===== src/rtl/vtc_pkg.sv =====
package vtc_pkg;
  localparam int NUM_LANES = 4;

  typedef enum logic [1:0] {
    LANE_RST = 2'd0,
    LANE_IRQ = 2'd1,
    LANE_FIQ = 2'd2,
    LANE_DBG = 2'd3
  } lane_e;

  typedef enum logic [1:0] {
    OPC_START_MASK = 2'd0,
    OPC_START_DBG  = 2'd1,
    OPC_STOP_MASK  = 2'd2,
    OPC_STOP_DBG   = 2'd3
  } opc_e;

  localparam int REL_BIT_RST = 10;
  localparam int REL_BIT_FIQ = 9;
  localparam int REL_BIT_IRQ = 8;

  localparam logic [NUM_LANES-1:0] READABLE_LANES = 4'b0111;
endpackage


===== src/rtl/vtc_op_decode.sv =====
module vtc_op_decode
  import vtc_pkg::*;
#(
  parameter int LANES = NUM_LANES
) (
  input  logic             clk,
  input  logic             rst,
  input  logic             op_we,
  input  logic [1:0]       opc1,
  input  logic [2:0]       opc2,
  output logic [LANES-1:0] start_pend,
  output logic [LANES-1:0] stop_now
);
  logic [LANES-1:0] start_raw;

  always_comb begin
    start_raw = '0;
    stop_now  = '0;
    if (op_we) begin
      unique case (opc_e'(opc1))
        OPC_START_MASK: start_raw[2:0] = opc2;
        OPC_START_DBG:  start_raw[LANE_DBG] = 1'b1;
        OPC_STOP_MASK:  stop_now[2:0] = opc2;
        OPC_STOP_DBG:   stop_now[LANE_DBG] = 1'b1;
        default: ;
      endcase
    end
  end

  // The start register is the one-clock start delay stage.
  always_ff @(posedge clk) begin
    if (rst) start_pend <= '0;
    else     start_pend <= start_raw;
  end

  AST_EMPTY_MASK_IGNORED: assert property (@(posedge clk) disable iff (rst)
    (op_we && !opc1[0] && opc2 == 3'd0) |-> (stop_now == '0)) else $error("empty mask stopped");
  AST_EMPTY_MASK_NO_START: assert property (@(posedge clk) disable iff (rst)
    (op_we && !opc1[0] && opc2 == 3'd0) |=> (start_pend == '0)) else $error("empty mask started");
  AST_DBG_ANY_OPC2: assert property (@(posedge clk) disable iff (rst)
    (op_we && opc1 == 2'd3) |-> stop_now[LANE_DBG]) else $error("debug stop lost");
endmodule


===== src/rtl/vtc_lane.sv =====
module vtc_lane #(
  parameter int CNT_W = 32
) (
  input  logic             clk,
  input  logic             rst,
  input  logic             start_pend,
  input  logic             stop,
  input  logic             release_evt,
  input  logic             ld_we,
  input  logic [CNT_W-1:0] ld_data,
  output logic [CNT_W-1:0] cnt,
  output logic             evt_n
);
  localparam logic [CNT_W-1:0] CNT_MAX = '1;
  localparam logic [CNT_W-1:0] CNT_ONE = CNT_W'(1);

  logic run_q;
  logic advance;
  logic wrap;

  assign advance = run_q && !stop && !ld_we;
  assign wrap    = advance && (cnt == CNT_MAX);

  always_ff @(posedge clk) begin
    if (rst) begin
      run_q <= 1'b0;
      cnt   <= '0;
      evt_n <= 1'b1;
    end else begin
      if (stop)            run_q <= 1'b0;
      else if (start_pend) run_q <= 1'b1;

      if (ld_we)        cnt <= ld_data;
      else if (advance) cnt <= cnt + CNT_ONE;

      if (wrap)                      evt_n <= 1'b0;
      else if (stop || release_evt)  evt_n <= 1'b1;
    end
  end

  AST_WRAP_TO_ZERO: assert property (@(posedge clk) disable iff (rst)
    (run_q && !stop && !ld_we && cnt == CNT_MAX) |=> (cnt == '0 && !evt_n)) else $error("wrap");
  AST_EVT_STICKY: assert property (@(posedge clk) disable iff (rst)
    (!evt_n && !stop && !release_evt) |=> !evt_n) else $error("event dropped");
  AST_STOP_HOLDS: assert property (@(posedge clk) disable iff (rst)
    (stop && !ld_we) |=> ($stable(cnt) && evt_n)) else $error("stop");
  AST_LOAD_WINS: assert property (@(posedge clk) disable iff (rst)
    ld_we |=> (cnt == $past(ld_data))) else $error("load");
  AST_START_DELAY: assert property (@(posedge clk) disable iff (rst)
    (start_pend && !run_q && !ld_we) |=> $stable(cnt)) else $error("early count");
endmodule


===== src/rtl/vtc_readback.sv =====
module vtc_readback
  import vtc_pkg::*;
#(
  parameter int CNT_W = 32,
  parameter int LANES = NUM_LANES,
  parameter int SEL_W = 3,
  parameter logic [LANES-1:0] READABLE = READABLE_LANES
) (
  input  logic                        clk,
  input  logic                        rst,
  input  logic [SEL_W-1:0]            rd_sel,
  input  logic [LANES-1:0][CNT_W-1:0] cnt_all,
  output logic [CNT_W-1:0]            rd_data
);
  localparam int IDX_W = (LANES > 1) ? $clog2(LANES) : 1;

  logic [IDX_W-1:0] idx;
  logic             hit;

  assign idx = rd_sel[IDX_W-1:0];
  assign hit = (32'(rd_sel) < LANES) && READABLE[idx];

  always_ff @(posedge clk) begin
    if (rst)      rd_data <= '0;
    else if (hit) rd_data <= cnt_all[idx];
    else          rd_data <= '0;
  end

  AST_HIDDEN_READ_ZERO: assert property (@(posedge clk) disable iff (rst)
    (32'(rd_sel) >= LANES || !READABLE[idx]) |=> (rd_data == '0)) else $error("hidden read");
  AST_READ_TRACKS: assert property (@(posedge clk) disable iff (rst)
    (32'(rd_sel) < LANES && READABLE[idx]) |=> (rd_data == $past(cnt_all[idx]))) else $error("read");
endmodule


===== src/rtl/valevt_trigger.sv =====
module valevt_trigger
  import vtc_pkg::*;
#(
  parameter int CNT_W = 32,
  parameter int CTL_W = 32
) (
  input  logic             clk,
  input  logic             rst,
  input  logic             op_we,
  input  logic [1:0]       op_opc1,
  input  logic [2:0]       op_opc2,
  input  logic             ld_we,
  input  logic [1:0]       ld_sel,
  input  logic [CNT_W-1:0] ld_data,
  input  logic             ctl_we,
  input  logic [CTL_W-1:0] ctl_data,
  input  logic [2:0]       rd_sel,
  output logic [CNT_W-1:0] rd_data,
  output logic             evt_rst_n,
  output logic             evt_irq_n,
  output logic             evt_fiq_n,
  output logic             evt_dbg_n
);
  localparam int LANES = NUM_LANES;

  logic [LANES-1:0]            start_pend;
  logic [LANES-1:0]            stop_now;
  logic [LANES-1:0]            rel;
  logic [LANES-1:0]            ld_hit;
  logic [LANES-1:0]            evt_n;
  logic [LANES-1:0][CNT_W-1:0] cnt_all;
  logic                        ctl_unused;

  assign ctl_unused = ^{ctl_data[CTL_W-1:REL_BIT_RST+1], ctl_data[REL_BIT_IRQ-1:0]};

  assign rel[LANE_RST] = ctl_we && ctl_data[REL_BIT_RST];
  assign rel[LANE_IRQ] = ctl_we && ctl_data[REL_BIT_IRQ];
  assign rel[LANE_FIQ] = ctl_we && ctl_data[REL_BIT_FIQ];
  assign rel[LANE_DBG] = 1'b0;

  vtc_op_decode #(.LANES(LANES)) u_dec (
    .clk        (clk),
    .rst        (rst),
    .op_we      (op_we),
    .opc1       (op_opc1),
    .opc2       (op_opc2),
    .start_pend (start_pend),
    .stop_now   (stop_now)
  );

  for (genvar g = 0; g < LANES; g++) begin : g_lane
    assign ld_hit[g] = ld_we && (ld_sel == 2'(g));

    vtc_lane #(.CNT_W(CNT_W)) u_lane (
      .clk         (clk),
      .rst         (rst),
      .start_pend  (start_pend[g]),
      .stop        (stop_now[g]),
      .release_evt (rel[g]),
      .ld_we       (ld_hit[g]),
      .ld_data     (ld_data),
      .cnt         (cnt_all[g]),
      .evt_n       (evt_n[g])
    );
  end

  vtc_readback #(.CNT_W(CNT_W), .LANES(LANES), .SEL_W(3)) u_rd (
    .clk     (clk),
    .rst     (rst),
    .rd_sel  (rd_sel),
    .cnt_all (cnt_all),
    .rd_data (rd_data)
  );

  assign evt_rst_n = evt_n[LANE_RST];
  assign evt_irq_n = evt_n[LANE_IRQ];
  assign evt_fiq_n = evt_n[LANE_FIQ];
  assign evt_dbg_n = evt_n[LANE_DBG];

  AST_DBG_NOT_RELEASED_BY_CTL: assert property (@(posedge clk) disable iff (rst)
    (!evt_dbg_n && ctl_we && !stop_now[LANE_DBG]) |=> !evt_dbg_n) else $error("dbg released");
endmodule


===== config.mk =====
export PLATFORM = sky130hd
export DESIGN_NAME = valevt_trigger
export DESIGN_NICKNAME = d
export VERILOG_FILES = /design/src/rtl/vtc_pkg.sv /design/src/rtl/vtc_op_decode.sv /design/src/rtl/vtc_lane.sv /design/src/rtl/vtc_readback.sv /design/src/rtl/valevt_trigger.sv
export SDC_FILE = /design/constraint.sdc
export NUM_CORES = 1
export LEC_CHECK = 0
export BUFFER_PORTS_ARGS = -buffer_cell sky130_fd_sc_hd__buf_2
export CORE_MARGIN = 10
export CORE_UTILIZATION = 48
export DETAILED_ROUTE_END_ITERATION = 10
export HOLD_SLACK_MARGIN = 0.1
export PLACE_DENSITY = 0.77
export SYNTH_ARGS = -nofsm -noshare
export SYNTH_HDL_FRONTEND = slang
export SYNTH_SLANG_ARGS = --single-unit

===== constraint.sdc =====
create_clock -name clk -period 3.3 [get_ports clk]
set_clock_uncertainty 0.15 [all_clocks]
set_input_delay 0.66 -clock clk [delete_from_list [all_inputs] [get_ports clk]]
set_output_delay 0.66 -clock clk [all_outputs]
set_load 0.05 [all_outputs]

---- Word-level counts from Yosys, hierarchy flattened ----
Cells that the tools add are included.
Widths: inputs -> output; s select.
storage, ports and cells
  logic and storage cells ................. 106
  flip-flop bits (word level) ............. 172
  output and inout port bits .............. 36
cells by class
  reduce and logical (&&, ||, !) cells .... 48
  eq/ne operators ......................... 10
  bitwise gates (word level) .............. 3
  multiplexer cells ....................... 24
  order comparisons ....................... 2
  add/subtract/negate cells ............... 4
operators by type and width
  cell                   number
  $mux 32                9
  $add 32x1->32 const B  4
  $eq 32x32->1 const B   4
  $bmux 32 s2            1
  $logic_and 1x1->1      20
  $reduce_bool 2->1      8
  $reduce_or 2->1        6
  $mux 1                 11
  $eq 2x2->1 const B     4
  $logic_not 1->1        8
  $eq 2x1->1 const B     2
  $logic_not 2->1        2
  $mux 4                 1
  $logic_or 1x1->1       3
  $lt 2x3->1 const B     1
  $lt 3x3->1 const B     1
  $mux 3                 1
  $not 1->1              3
  $reduce_or 3->1        1
  $bmux 1 s2             1

---- Depth between registers and ports, before layout ----
Gate-level depths: netlist of run 1.
  depth in word-level cells ............... 8
  mapped depth ............................ 7

---- Modules after synthesis ----
From an unflattened synthesis of run 1, not the netlist that was laid out.
unflattened totals
  cell total of the unflattened synthesis .. 1,214
  area, all modules ....................... 10,062.2 sq um
by module, submodules not included
  module                           times used  cells an instance  area each (sq um)
  vtc_lane (g_lane[0].u_lane ...)  3           257                2,069.5
  vtc_lane (g_lane[1].u_lane)      1           239                1,919.3
  vtc_readback                     1           182                1,707.9
  vtc_op_decode                    1           14                 166.4
  valevt_trigger                   1           8                  60.1

---- Least setup slack after synthesis of run 1 ----
Ideal clock, no wire load.
  path type ............................... input-to-reg
  from .................................... input port op_we
  to ...................................... register g_lane[2].u_lane.cnt[26]
  arrival time ............................ 2.192 ns
  setup slack ............................. 0.867 ns
  stages .................................. 7
  buffers on the path ..................... 2
  required time ........................... 3.059 ns
  cells stage by stage .................... buf_2 -> and4b_1 -> buf_2 -> nor2_1 -> nand2_2 -> or4_1 -> a311oi_1
between the ends
  word-level cells in the longest chain between the ends .. 5
RTL lines
  what                                RTL line             source
  start: declaration                  valevt_trigger.sv:9  input logic op_we,
  $mux 4                              vtc_op_decode.sv:19  if (op_we) begin
  $logic_not 1->1                     vtc_lane.sv:21       assign advance = run_q && !stop && !ld_we;
  $logic_and 1x1->1 (2 in a row)      vtc_lane.sv:21
  $reduce_bool 2->1 (no source line)  -
  end signal: assignment              vtc_lane.sv:33       if (ld_we) cnt <= ld_data;
  end signal: assignment              vtc_lane.sv:34       else if (advance) cnt <= cnt + CNT_ONE;
  end: declaration                    vtc_lane.sv:11       output logic [CNT_W-1:0] cnt,
No other way between the ends.
A chain may end at the register's enable or synchronous reset.

---- Final worst setup path of run 1 ----
  from .................................... register g_lane[1].u_lane.cnt[2]
  to ...................................... register g_lane[1].u_lane.evt_n
between the ends
  word-level cells in the longest chain between the ends .. 3
  elaborated cells on any way between the ends .. 4
  those cells by class .................... eq/ne: 1; mux: 1; reduce/logical: 2
RTL lines
  what                                                RTL line        source
  start: declaration                                  vtc_lane.sv:11
  start signal: assignment                            vtc_lane.sv:33
  start signal: assignment                            vtc_lane.sv:34
  $eq 32x32->1 *                                      vtc_lane.sv:22  assign wrap = advance && (cnt == CNT_MAX);
  $logic_and 1x1->1 *                                 vtc_lane.sv:22
  $mux 1 / $reduce_bool 2->1 (equally long branches)  -
  end signal: assignment                              vtc_lane.sv:28  evt_n <= 1'b1;
  end signal: assignment                              vtc_lane.sv:36  if (wrap) evt_n <= 1'b0;
  end signal: assignment                              vtc_lane.sv:37  else if (stop || release_evt) evt_n <= 1'b1;
  end: declaration                                    vtc_lane.sv:12  output logic evt_n
Mark *: on every way between the ends. The rest lies on a longest branch, timed or not.

==> impl_metrics.tcl, run 1 <==
set metrics [dict create \
    run_status "finished clean" \
    synth.distinct_cells 53 \
    min-delay-start "u_dec.start_pend[3]" \
    async_reset_ff_share_pct 0 \
    hold_path_end "g_lane[3].u_lane.run_q" \
    reg2reg_depth 5 \
    port_buffers 85 \
    cp-end-kind "flip-flop" \
    grt_pass1_wl_um 40000 \
    synth_area_leaders "dfxtp_1 38%, a211oi_1 9.0%, nor2_1 8.7%" \
    rsz0062_at_grt "no" \
    hold_ws_ns 0.313 \
    cts_buffers 17 \
    r2r_slack_ns 0.73 \
    start_kind "flip-flop" \
    post-cts-setup-buffers 0 \
    initialDrtViolationCount 755 \
    yosys.area.top_type "dfxtp_1" \
    worstSetupPathType "flip-flop to flip-flop" \
    netlist_instances 1105 \
    clk_latency_ns 0.43 \
    avgRoutedWirePerCell_um 18.2 \
    htree_levels 4 \
    track_usage_pct 20.3 \
    placed_cell_area_um2 9660 \
    syn_area_um2 9050 \
    wirelength_um 25500 \
    vias 8215 \
    power_density_nw_per_um2 465 \
    synth_edf_count 0 \
    clk_pin_slew_ns 0.07 \
    layout_commonest_cell "nor2_1" \
    power.total_mw 4.77 \
    max-vdd-ir-drop_v 0.000355 \
    dr.pass1.iters 7 \
    first_global_vias 7594 \
    nFillCells 1716 \
    cts_resized 0 \
    slew_headroom_pct 36.5 \
    place.gp.congestion 0.918 \
    layout_common_cells "210 x nor2_1, 172 x dfxtp_1, 108 x a211oi_1" \
    syn_area_per_cell_um2 8.19 \
    r2r-end "g_lane[1].u_lane.evt_n" \
    worst_pin_slew_ns 0.949 \
    drv_slew 0 \
    viasPerCell 5.86 \
    hold_viol_final 0 \
    die_h_um 157 \
    area_growth_pct 13.4 \
    cp.required_ns 3.46 \
    hp-class "flip-flop to flip-flop" \
    synth-seq-area-share_pct 38.0 \
    core_area_um2 18600 \
    rows 50 \
    clk_path_buf_depth 2 \
    p_leak_nw 3.67 \
    syn_nets 1188 \
    hpwl_um 19000 \
    synth_flop_cell "dfxtp_1" \
    reg2reg_from "g_lane[1].u_lane.cnt[2]" \
    stdcell_area_um2 10300 \
    grt_antenna_before_repair 1 \
    cts_root_buffer "clkbuf_16" \
    fin_crit_sh_pct 78.0 \
    drv_cap 0 \
    pre_cts_slack_ns 0.606 \
    yosys_warnings 0 \
    post-route-min-period_ns 2.57 \
    ys_ff_latch 172 \
    die_x_um 157 \
    fin_nets 1236 \
    setup_violations 0 \
    fin_ws_ns 0.727 \
    ant_nets 0 \
    grt_max_degree 64 \
    cts_num_sinks 172 \
    initial_utilization_pct 48.6 \
    tns_ns 0 \
    drc_errors 0 \
    dieArea_um2 24800 \
    grt_overflow 0 \
    ioPinCount 115 \
    cts_tree "built" \
    synth.top_cell.area_share_pct 38.0 \
    whs_path_depth 2 \
    worstPathArrival_ns 2.74 \
    drive_gt1_share_pct 12.9 \
    max_freq_mhz 389 \
    cp_max_fo 11 \
    cts_hold_buf 0 \
]
-- state kept, by name, summed over array words and instances, names as in the netlist --
register	cells
g_lane.u_lane.cnt	128
u_rd.rd_data	32
g_lane.u_lane.evt_n	4
u_dec.start_pend	4
g_lane.u_lane.run_q	4
-- power by group --
part	switching (mW)	total [mW]	internal (mW)
sequential	0.110	2.28	2.17
combinational	0.267	0.432	0.166
clock	0.833	2.06	1.23
-- synth_stat cells, types with 13 or more instances --
| cell | number |
|---|---|
| inv_1 | 15 |
| clkbuf_1 | 61 |
| xnor2_1 | 71 |
| nand3_1 | 48 |
| xor2_1 | 41 |
| a211oi_1 | 108 |
| nor3_1 | 29 |
| mux2i_1 | 35 |
| nand4_1 | 39 |
| and3_1 | 25 |
| a21oi_1 | 38 |
| dfxtp_1 | 172 |
| nor4_1 | 32 |
| nand2_1 | 58 |
| nor2_1 | 210 |
| and4_1 | 13 |
-- logic make-up (layout without fill, tap and decap cells) --
kind of cell               after synthesis  count (layout)  synth area share [%]
and+or+nand+nor                        512             512                  29.0
muxes                                   35              35                  3.87
adders and majority gates                4               4                 0.553
AOI/OAI and AO/OA                      181             181                  13.8
xor gates and xnor gates               112             112                  10.8
other                                    0               1                     0
buffers and inverters                   89             150                  3.91
DFF                                    172             172                  38.0
-- layout make-up --
| cell class | instances | area, um2 | share of cell area [%] |
|---|---|---|---|
| multi-input combinational | 844 | 5270 | 51.3 |
| sequential | 172 | 3440 | 33.5 |
| timing repair buffer | 103 | 601 | 5.85 |
| clock buffer | 22 | 464 | 4.52 |
| tap | 234 | 293 | 2.85 |
| clock inverter | 10 | 140 | 1.37 |
| inverter | 15 | 56.3 | 0.549 |
| antenna | 1 | 2.50 | 0.0244 |
-- critical path, cell delays in order (launching register included) --
cell      delay, ns
dfxtp_1        0.42
nand4_1        0.23
or4_4          0.65
or3_1          0.45
nor4_1         0.44
o21bai_1       0.11
-- worst max path at each step --
stage / start / to / slack (ns) / depth (start not counted)
2_1_floorplan: op_we / g_lane[2].u_lane.cnt[26] / 0.87 / 7
3_3_place_gp: op_opc1[0] / g_lane[2].u_lane.cnt[13] / 0.66 / 6
3_5_place_dp: op_opc1[0] / g_lane[2].u_lane.cnt[15] / 0.61 / 6
4_1_cts: g_lane[1].u_lane.cnt[2] / g_lane[1].u_lane.evt_n / 0.77 / 5
5_1_grt: g_lane[1].u_lane.cnt[2] / g_lane[1].u_lane.evt_n / 0.63 / 5
6_report: g_lane[1].u_lane.cnt[2] / g_lane[1].u_lane.evt_n / 0.73 / 5
-- stage by stage --
stage          utilization, %  cells
2_1_floorplan               -   1105
3_3_place_gp             51.8   1368
3_5_place_dp             51.8   1368
4_1_cts                  55.0   1400
5_1_grt                  55.1   1401
6_report                 55.1   1401
-- metal layers --
metal,GRT usage [%],vias to the layer above,wire [um]
li1,-,4070,-
met1,27.0,3770,11400
met2,32.3,336,11600
met3,4.37,39,2040
met4,5.92,0,427
met5,0,-,0
No activity file was read; power rests on OpenSTA's default activity.
==> inputs of run 2 (changes only) <==
==> constraint.sdc (replaced) <==
create_clock -name clk -period 2.42 [get_ports clk]
set_clock_uncertainty 0.15 [all_clocks]
set_input_delay 0.484 -clock clk [delete_from_list [all_inputs] [get_ports clk]]
set_output_delay 0.484 -clock clk [all_outputs]
set_load 0.05 [all_outputs]
==> run 2 against run 1 <==
- core utilization grew 0.83 points
- total power grew 32%
- flip-flop and latch count is the same
- sequential share of layout area shrank 0.50 points
- wire length grew 2.4%
- clock power grew 26%
- final cell count grew 1.6%
==> impl_metrics.tcl, run 2 (synthesis gave the netlist of run 1 again) <==
set metrics [dict create \
    run_status "finished clean" \
    drv_cap 0 \
    cts_resized 0 \
    core_area_um2 18600 \
    max-vdd-ir-drop_v 0.000471 \
    power_density_nw_per_um2 606 \
    drv_slew 0 \
    fin_nets 1262 \
    die_x_um 157 \
    fin_crit_sh_pct 96.0 \
    clk_path_buf_depth 2 \
    pwr-share-seq_pct 49.1 \
    worstPathArrival_ns 2.49 \
    nFillCells 1703 \
    combPwrFrac_pct 9.8 \
    max_freq_mhz 431 \
    worstSetupPathType "flip-flop to flip-flop" \
    layout_common_cells "210 x nor2_1, 172 x dfxtp_1, 108 x a211oi_1" \
    cp.required_ns 2.58 \
    clk_latency_ns 0.43 \
    cts_hold_buf 0 \
    grt_antenna_before_repair 1 \
    hold_viol_final 0 \
    hp-class "input port to flip-flop" \
    whs_path_depth 2 \
    post-route-min-period_ns 2.32 \
    p_sw_mw 1.61 \
    pre_cts_slack_ns 0.0857 \
    initial_utilization_pct 48.6 \
    die_h_um 157 \
    initialDrtViolationCount 953 \
    rsz0062_at_grt "no" \
    rows 50 \
    power.internal_mw 4.70 \
    wirelength_um 26100 \
    vias 8382 \
    clk_pin_slew_ns 0.06 \
    htree_levels 4 \
    reg2reg_depth 5 \
    grt_max_degree 62 \
    slew_headroom_pct 59.6 \
    regMostFlops "g_lane.u_lane.cnt" \
    swShare_pct 25.5 \
    antenna_cells 0 \
    dieArea_um2 24800 \
    port_buffers 85 \
    fin_ws_ns 0.0974 \
    cts_buffers 17 \
    avgRoutedWirePerCell_um 18.3 \
    p_leak_nw 3.80 \
    worst_pin_slew_ns 0.605 \
    clock_power_share_pct 41.1 \
    track_usage_pct 21.1 \
    drive_gt1_share_pct 14.7 \
    cts_root_buffer "clkbuf_16" \
    hpwl_um 19500 \
    layout_commonest_cell "nor2_1" \
    cp_max_fo 4 \
    ioPinCount 115 \
    start_kind "flip-flop" \
    grt_pass1_wl_um 41600 \
    largest_reg_flops 128 \
    dr.pass1.iters 5 \
    post-cts-setup-buffers 0 \
    cts_num_sinks 172 \
    place.gp.congestion 0.952 \
    area_growth_pct 15.1 \
    cp-end-kind "flip-flop" \
    grt_overflow 0 \
    tns_ns 0 \
    reg.largest.list "g_lane.u_lane.cnt: 128 flops, u_rd.rd_data: 32 flops" \
    ant_nets 0 \
    r2r_slack_ns 0.1 \
    cts_tree "built" \
    drc_errors 0 \
    setup_violations 0 \
    first_global_vias 7894 \
    viasPerCell 5.89 \
]
[run 2: cell count changes in the layout (fill, tap and decap cells not counted)]
cell,before,now
clkbuf_1,3,2
buf_4,16,41
buf_12,3,4
clkinv_2,2,4
bufinv_16,3,1
clkinv_4,2,0
clkinvlp_4,3,2
diode_2,1,0
clkbuf_8,2,4
[run 2: worst max-delay path, cell delays in order, from the launching register on]
cell and delay [ns]:
dfxtp_1 0.39, nand4_2 0.15, or4_4 0.62, or3_1 0.43
nor4_1 0.38, o21bai_1 0.09
[run 2: layout make-up]
class | count | area (um2) | area share [%]
clock inverters | 7 | 65.1 | 0.624
multi-input cells | 844 | 5270 | 50.5
flip-flops and latches | 172 | 3440 | 33.0
inverters | 15 | 56.3 | 0.540
clock buffers | 23 | 488 | 4.68
well taps | 234 | 293 | 2.81
repair buffers | 129 | 808 | 7.76
[run 2: layer usage]
layer | vias to the layer above | global-route usage [%] | share of wire, %
li1 | 4122 | - | -
met1 | 3916 | 28.3 | 44
met2 | 308 | 33.6 | 46
met3 | 34 | 4.28 | 8.0
met4 | 2 | 6.19 | 1.6
met5 | - | 0 | 0.050
[run 2: stage by stage]
| step | hold slack, ns | utilization (%) | std cells | power [mW] | cell area, um2 |
|---|---|---|---|---|---|
| 2_1_floorplan | 0.290 | - | 1105 | 3.52 | 9050 |
| 3_3_place_gp | 0.292 | 52.9 | 1394 | 3.74 | 9870 |
| 3_5_place_dp | 0.299 | 52.9 | 1394 | 3.76 | 9870 |
| 4_1_cts | 0.118 | 55.9 | 1424 | 6.33 | 10400 |
| 5_1_grt | 0.125 | 55.9 | 1424 | 6.54 | 10400 |
| 6_report | 0.134 | 55.9 | 1424 | 6.31 | 10400 |
[run 2: path summary, 6_finish.rpt]
check	start	endpoint
setup / recovery	g_lane[1].u_lane.cnt[10]	g_lane[1].u_lane.evt_n
setup reg to reg	g_lane[1].u_lane.cnt[10]	g_lane[1].u_lane.evt_n
hold / removal	op_opc2[0]	u_dec.start_pend[0]
hold reg to reg	u_dec.start_pend[3]	g_lane[3].u_lane.run_q
[run 2: power groups by stage]
| stage | combinational [mW] | clock [mW] | sequential [mW] |
|---|---|---|---|
| floorplan | 0.364 | 0 | 3.15 |
| finish | 0.616 | 2.59 | 3.10 |
| global placement | 0.590 | 0 | 3.15 |
| CTS | 0.608 | 2.63 | 3.09 |
| detailed placement | 0.602 | 0 | 3.15 |
| global route | 0.672 | 2.75 | 3.11 |
==> inputs of run 3 (changes only) <==
--- a/config.mk
+++ b/config.mk
@@ -5,12 +5,13 @@
 export SDC_FILE = /design/constraint.sdc
 export NUM_CORES = 1
 export LEC_CHECK = 0
+export ABC_AREA = 1
 export BUFFER_PORTS_ARGS = -buffer_cell sky130_fd_sc_hd__buf_2
 export CORE_MARGIN = 10
 export CORE_UTILIZATION = 48
 export DETAILED_ROUTE_END_ITERATION = 10
 export HOLD_SLACK_MARGIN = 0.1
-export PLACE_DENSITY = 0.77
+export PLACE_DENSITY = 0.76
 export SYNTH_ARGS = -nofsm -noshare
 export SYNTH_HDL_FRONTEND = slang
 export SYNTH_SLANG_ARGS = --single-unit
==> run 3 against run 2 <==
- final cell count rose by 63%
- global-route usage rose by 7.4 points
- core utilization fell by 0.45 points
- sequential power fell by 2%
- largest cell class unchanged
- flip-flop and latch count did not move
- sequential share of layout area fell by 5.8 points
- wire length rose by 69%
- final area rose by 21%
- count of clock-buffer cells in the layout fell by 3
- clock power rose by 15%
==> impl_metrics.tcl, run 3 <==
set metrics [dict create \
    grt_pass1_wl_um 66900 \
    grt_antenna_before_repair 0 \
    async_reset_ff_share_pct 0 \
    hold_viol_final 0 \
    hold_path_end "u_dec.start_pend[0]" \
    cts_hold_buf 0 \
    ys_ff_latch 172 \
    rsz0062_at_grt "no" \
    yosys_warnings 0 \
    cts_buffers 17 \
    clk_latency_ns 0.44 \
    cp-end-kind "flip-flop" \
    fin_crit_sh_pct 90.5 \
    worstSetupPathType "flip-flop to flip-flop" \
    nFillCells 2352 \
    die_x_um 173 \
    reg2reg_depth 9 \
    dieArea_um2 29800 \
    stdcell_area_um2 12600 \
    reg.largest.list "g_lane.u_lane.cnt: 128 flops, u_rd.rd_data: 32 flops" \
    run_status "finished clean" \
    syn_area_per_cell_um2 5.82 \
    layout_commonest_cell "nand2_1" \
    cts_resized 0 \
    drv_cap 0 \
    post-cts-setup-buffers 0 \
    area_growth_pct 12.8 \
    fin_nets 2074 \
    tns_ns 0 \
    ant_nets 0 \
    yosysMostFrequentCell "nand2_1" \
    cp_max_fo 5 \
    max_freq_mhz 456 \
    viasPerCell 5.60 \
    initialDrtViolationCount 1388 \
    max-vdd-ir-drop_v 0.000449 \
    start_kind "flip-flop" \
    worst_pin_slew_ns 1.00 \
    p_leak_nw 4.87 \
    die_h_um 173 \
    synth_top_cells_by_count "547 x nand2_1, 264 x inv_1, 239 x nor2_1" \
    regArea_um2 3440 \
    first_global_vias 11628 \
    synth.top_cell.area_share_pct 30.7 \
    fin_ws_ns 0.229 \
    initial_utilization_pct 49.2 \
    multiInputGateArea_um2 6440 \
    avgRoutedWirePerCell_um 19.1 \
    place.gp.congestion 1.02 \
    power_density_nw_per_um2 543 \
    reg2reg_from "g_lane[1].u_lane.cnt[1]" \
    slew_headroom_pct 33.2 \
    placed_cell_area_um2 12000 \
    synth_edf_count 0 \
    clk_pin_slew_ns 0.07 \
    cts_num_sinks 172 \
    netlist_instances 1925 \
    layout_common_cells "547 x nand2_1, 264 x inv_1, 237 x nor2_1" \
    min-delay-start "op_opc2[0]" \
    drc_errors 0 \
    yosys.area.top_type "dfxtp_1" \
    synth_area_leaders "dfxtp_1 31%, nand2_1 18%, inv_1 8.8%" \
    hpwl_um 33700 \
    ioPinCount 115 \
    synth-seq-area-share_pct 30.7 \
    cp.required_ns 2.58 \
    regMostFlops "g_lane.u_lane.cnt" \
    power.total_mw 6.86 \
    cts_root_buffer "clkbuf_16" \
    post-route-min-period_ns 2.19 \
    synth_flop_cell "dfxtp_1" \
    r2r_slack_ns 0.23 \
    cts_tree "built" \
    r2r-end "g_lane[1].u_lane.evt_n" \
    whs_path_depth 3 \
    vias 12982 \
    syn_nets 2008 \
    post-route-util_pct 55.4 \
    grt_overflow 0 \
    core_area_um2 22800 \
    drive_gt1_share_pct 8.48 \
    port_buffers 85 \
    largest_reg_flops 128 \
    pre_cts_slack_ns 0.242 \
    hp-class "input port to flip-flop" \
    drv_slew 0 \
    rows 55 \
    dr.pass1.iters 6 \
    synth.distinct_cells 33 \
    htree_levels 4 \
    wirelength_um 44200 \
    worstPathArrival_ns 2.35 \
    clk_path_buf_depth 2 \
    track_usage_pct 28.5 \
    syn_area_um2 11200 \
    grt_max_degree 105 \
    setup_violations 0 \
    antenna_cells 0 \
]
run 3: critical path: stages, from the launching register on:
cell and delay, ns:
dfxtp_1 0.45, ha_1 0.21, nand2_1 0.05, nor2_1 0.19, nand2_1 0.15, nor2_1 0.26, nand3_1 0.10, o21ai_0 0.25
buf_4 0.18, nand2_1 0.05
run 3: per-stage QoR:
stage          instances  hold slack [ns]
2_1_floorplan       1925            0.277
3_3_place_gp        2285            0.281
5_1_grt             2317            0.127
6_report            2317            0.108
4_1_cts             2317            0.107
3_5_place_dp        2285            0.290
run 3: worst max path at each step:
stage / slack, ns / startpoint / to / cells past startpoint
3_3_place_gp: 0.29 / rd_sel[1] / u_rd.rd_data[8] / 5
6_report: 0.23 / g_lane[1].u_lane.cnt[1] / g_lane[1].u_lane.evt_n / 9
4_1_cts: 0.29 / g_lane[0].u_lane.cnt[1] / g_lane[0].u_lane.cnt[22] / 9
3_5_place_dp: 0.24 / op_opc1[0] / g_lane[2].u_lane.cnt[24] / 11
2_1_floorplan: 0.71 / op_opc1[0] / g_lane[2].u_lane.cnt[22] / 10
5_1_grt: 0.09 / g_lane[1].u_lane.cnt[1] / g_lane[1].u_lane.evt_n / 9
run 3: final cells by class:
| cell class | count | area share, % |
|---|---|---|
| timing repair buffer | 122 | 5.79 |
| inverter | 269 | 8.00 |
| tap | 313 | 3.10 |
| sequential | 172 | 27.3 |
| multi-input combinational | 1409 | 51.0 |
| clock inverter | 12 | 1.26 |
| clock buffer | 20 | 3.62 |
run 3: logic make-up after synthesis:
group	share of synthesized area, %
compound gates	19.2
buf+inv	11.9
xor+xnor	3.60
fa+ha+maj	0.447
simple gates	34.1
flops	30.7
run 3: power breakdown:
part | internal [mW] | total, mW | switching (mW)
sequential | 2.93 | 3.05 | 0.127
combinational | 0.236 | 0.823 | 0.588
clock | 1.69 | 2.98 | 1.28
total | 4.86 | 6.86 | 2.00
run 3: per-layer routing:
metal  vias to the layer above  global-route usage [%]  share of wire [%]
met1                      5882                    37.5                 41
li1                       6285                       -                  -
met4                         0                    15.4                5.4
met2                       690                    44.0                 44
met3                       125                    4.31                9.3
met5                         -                       0                  0
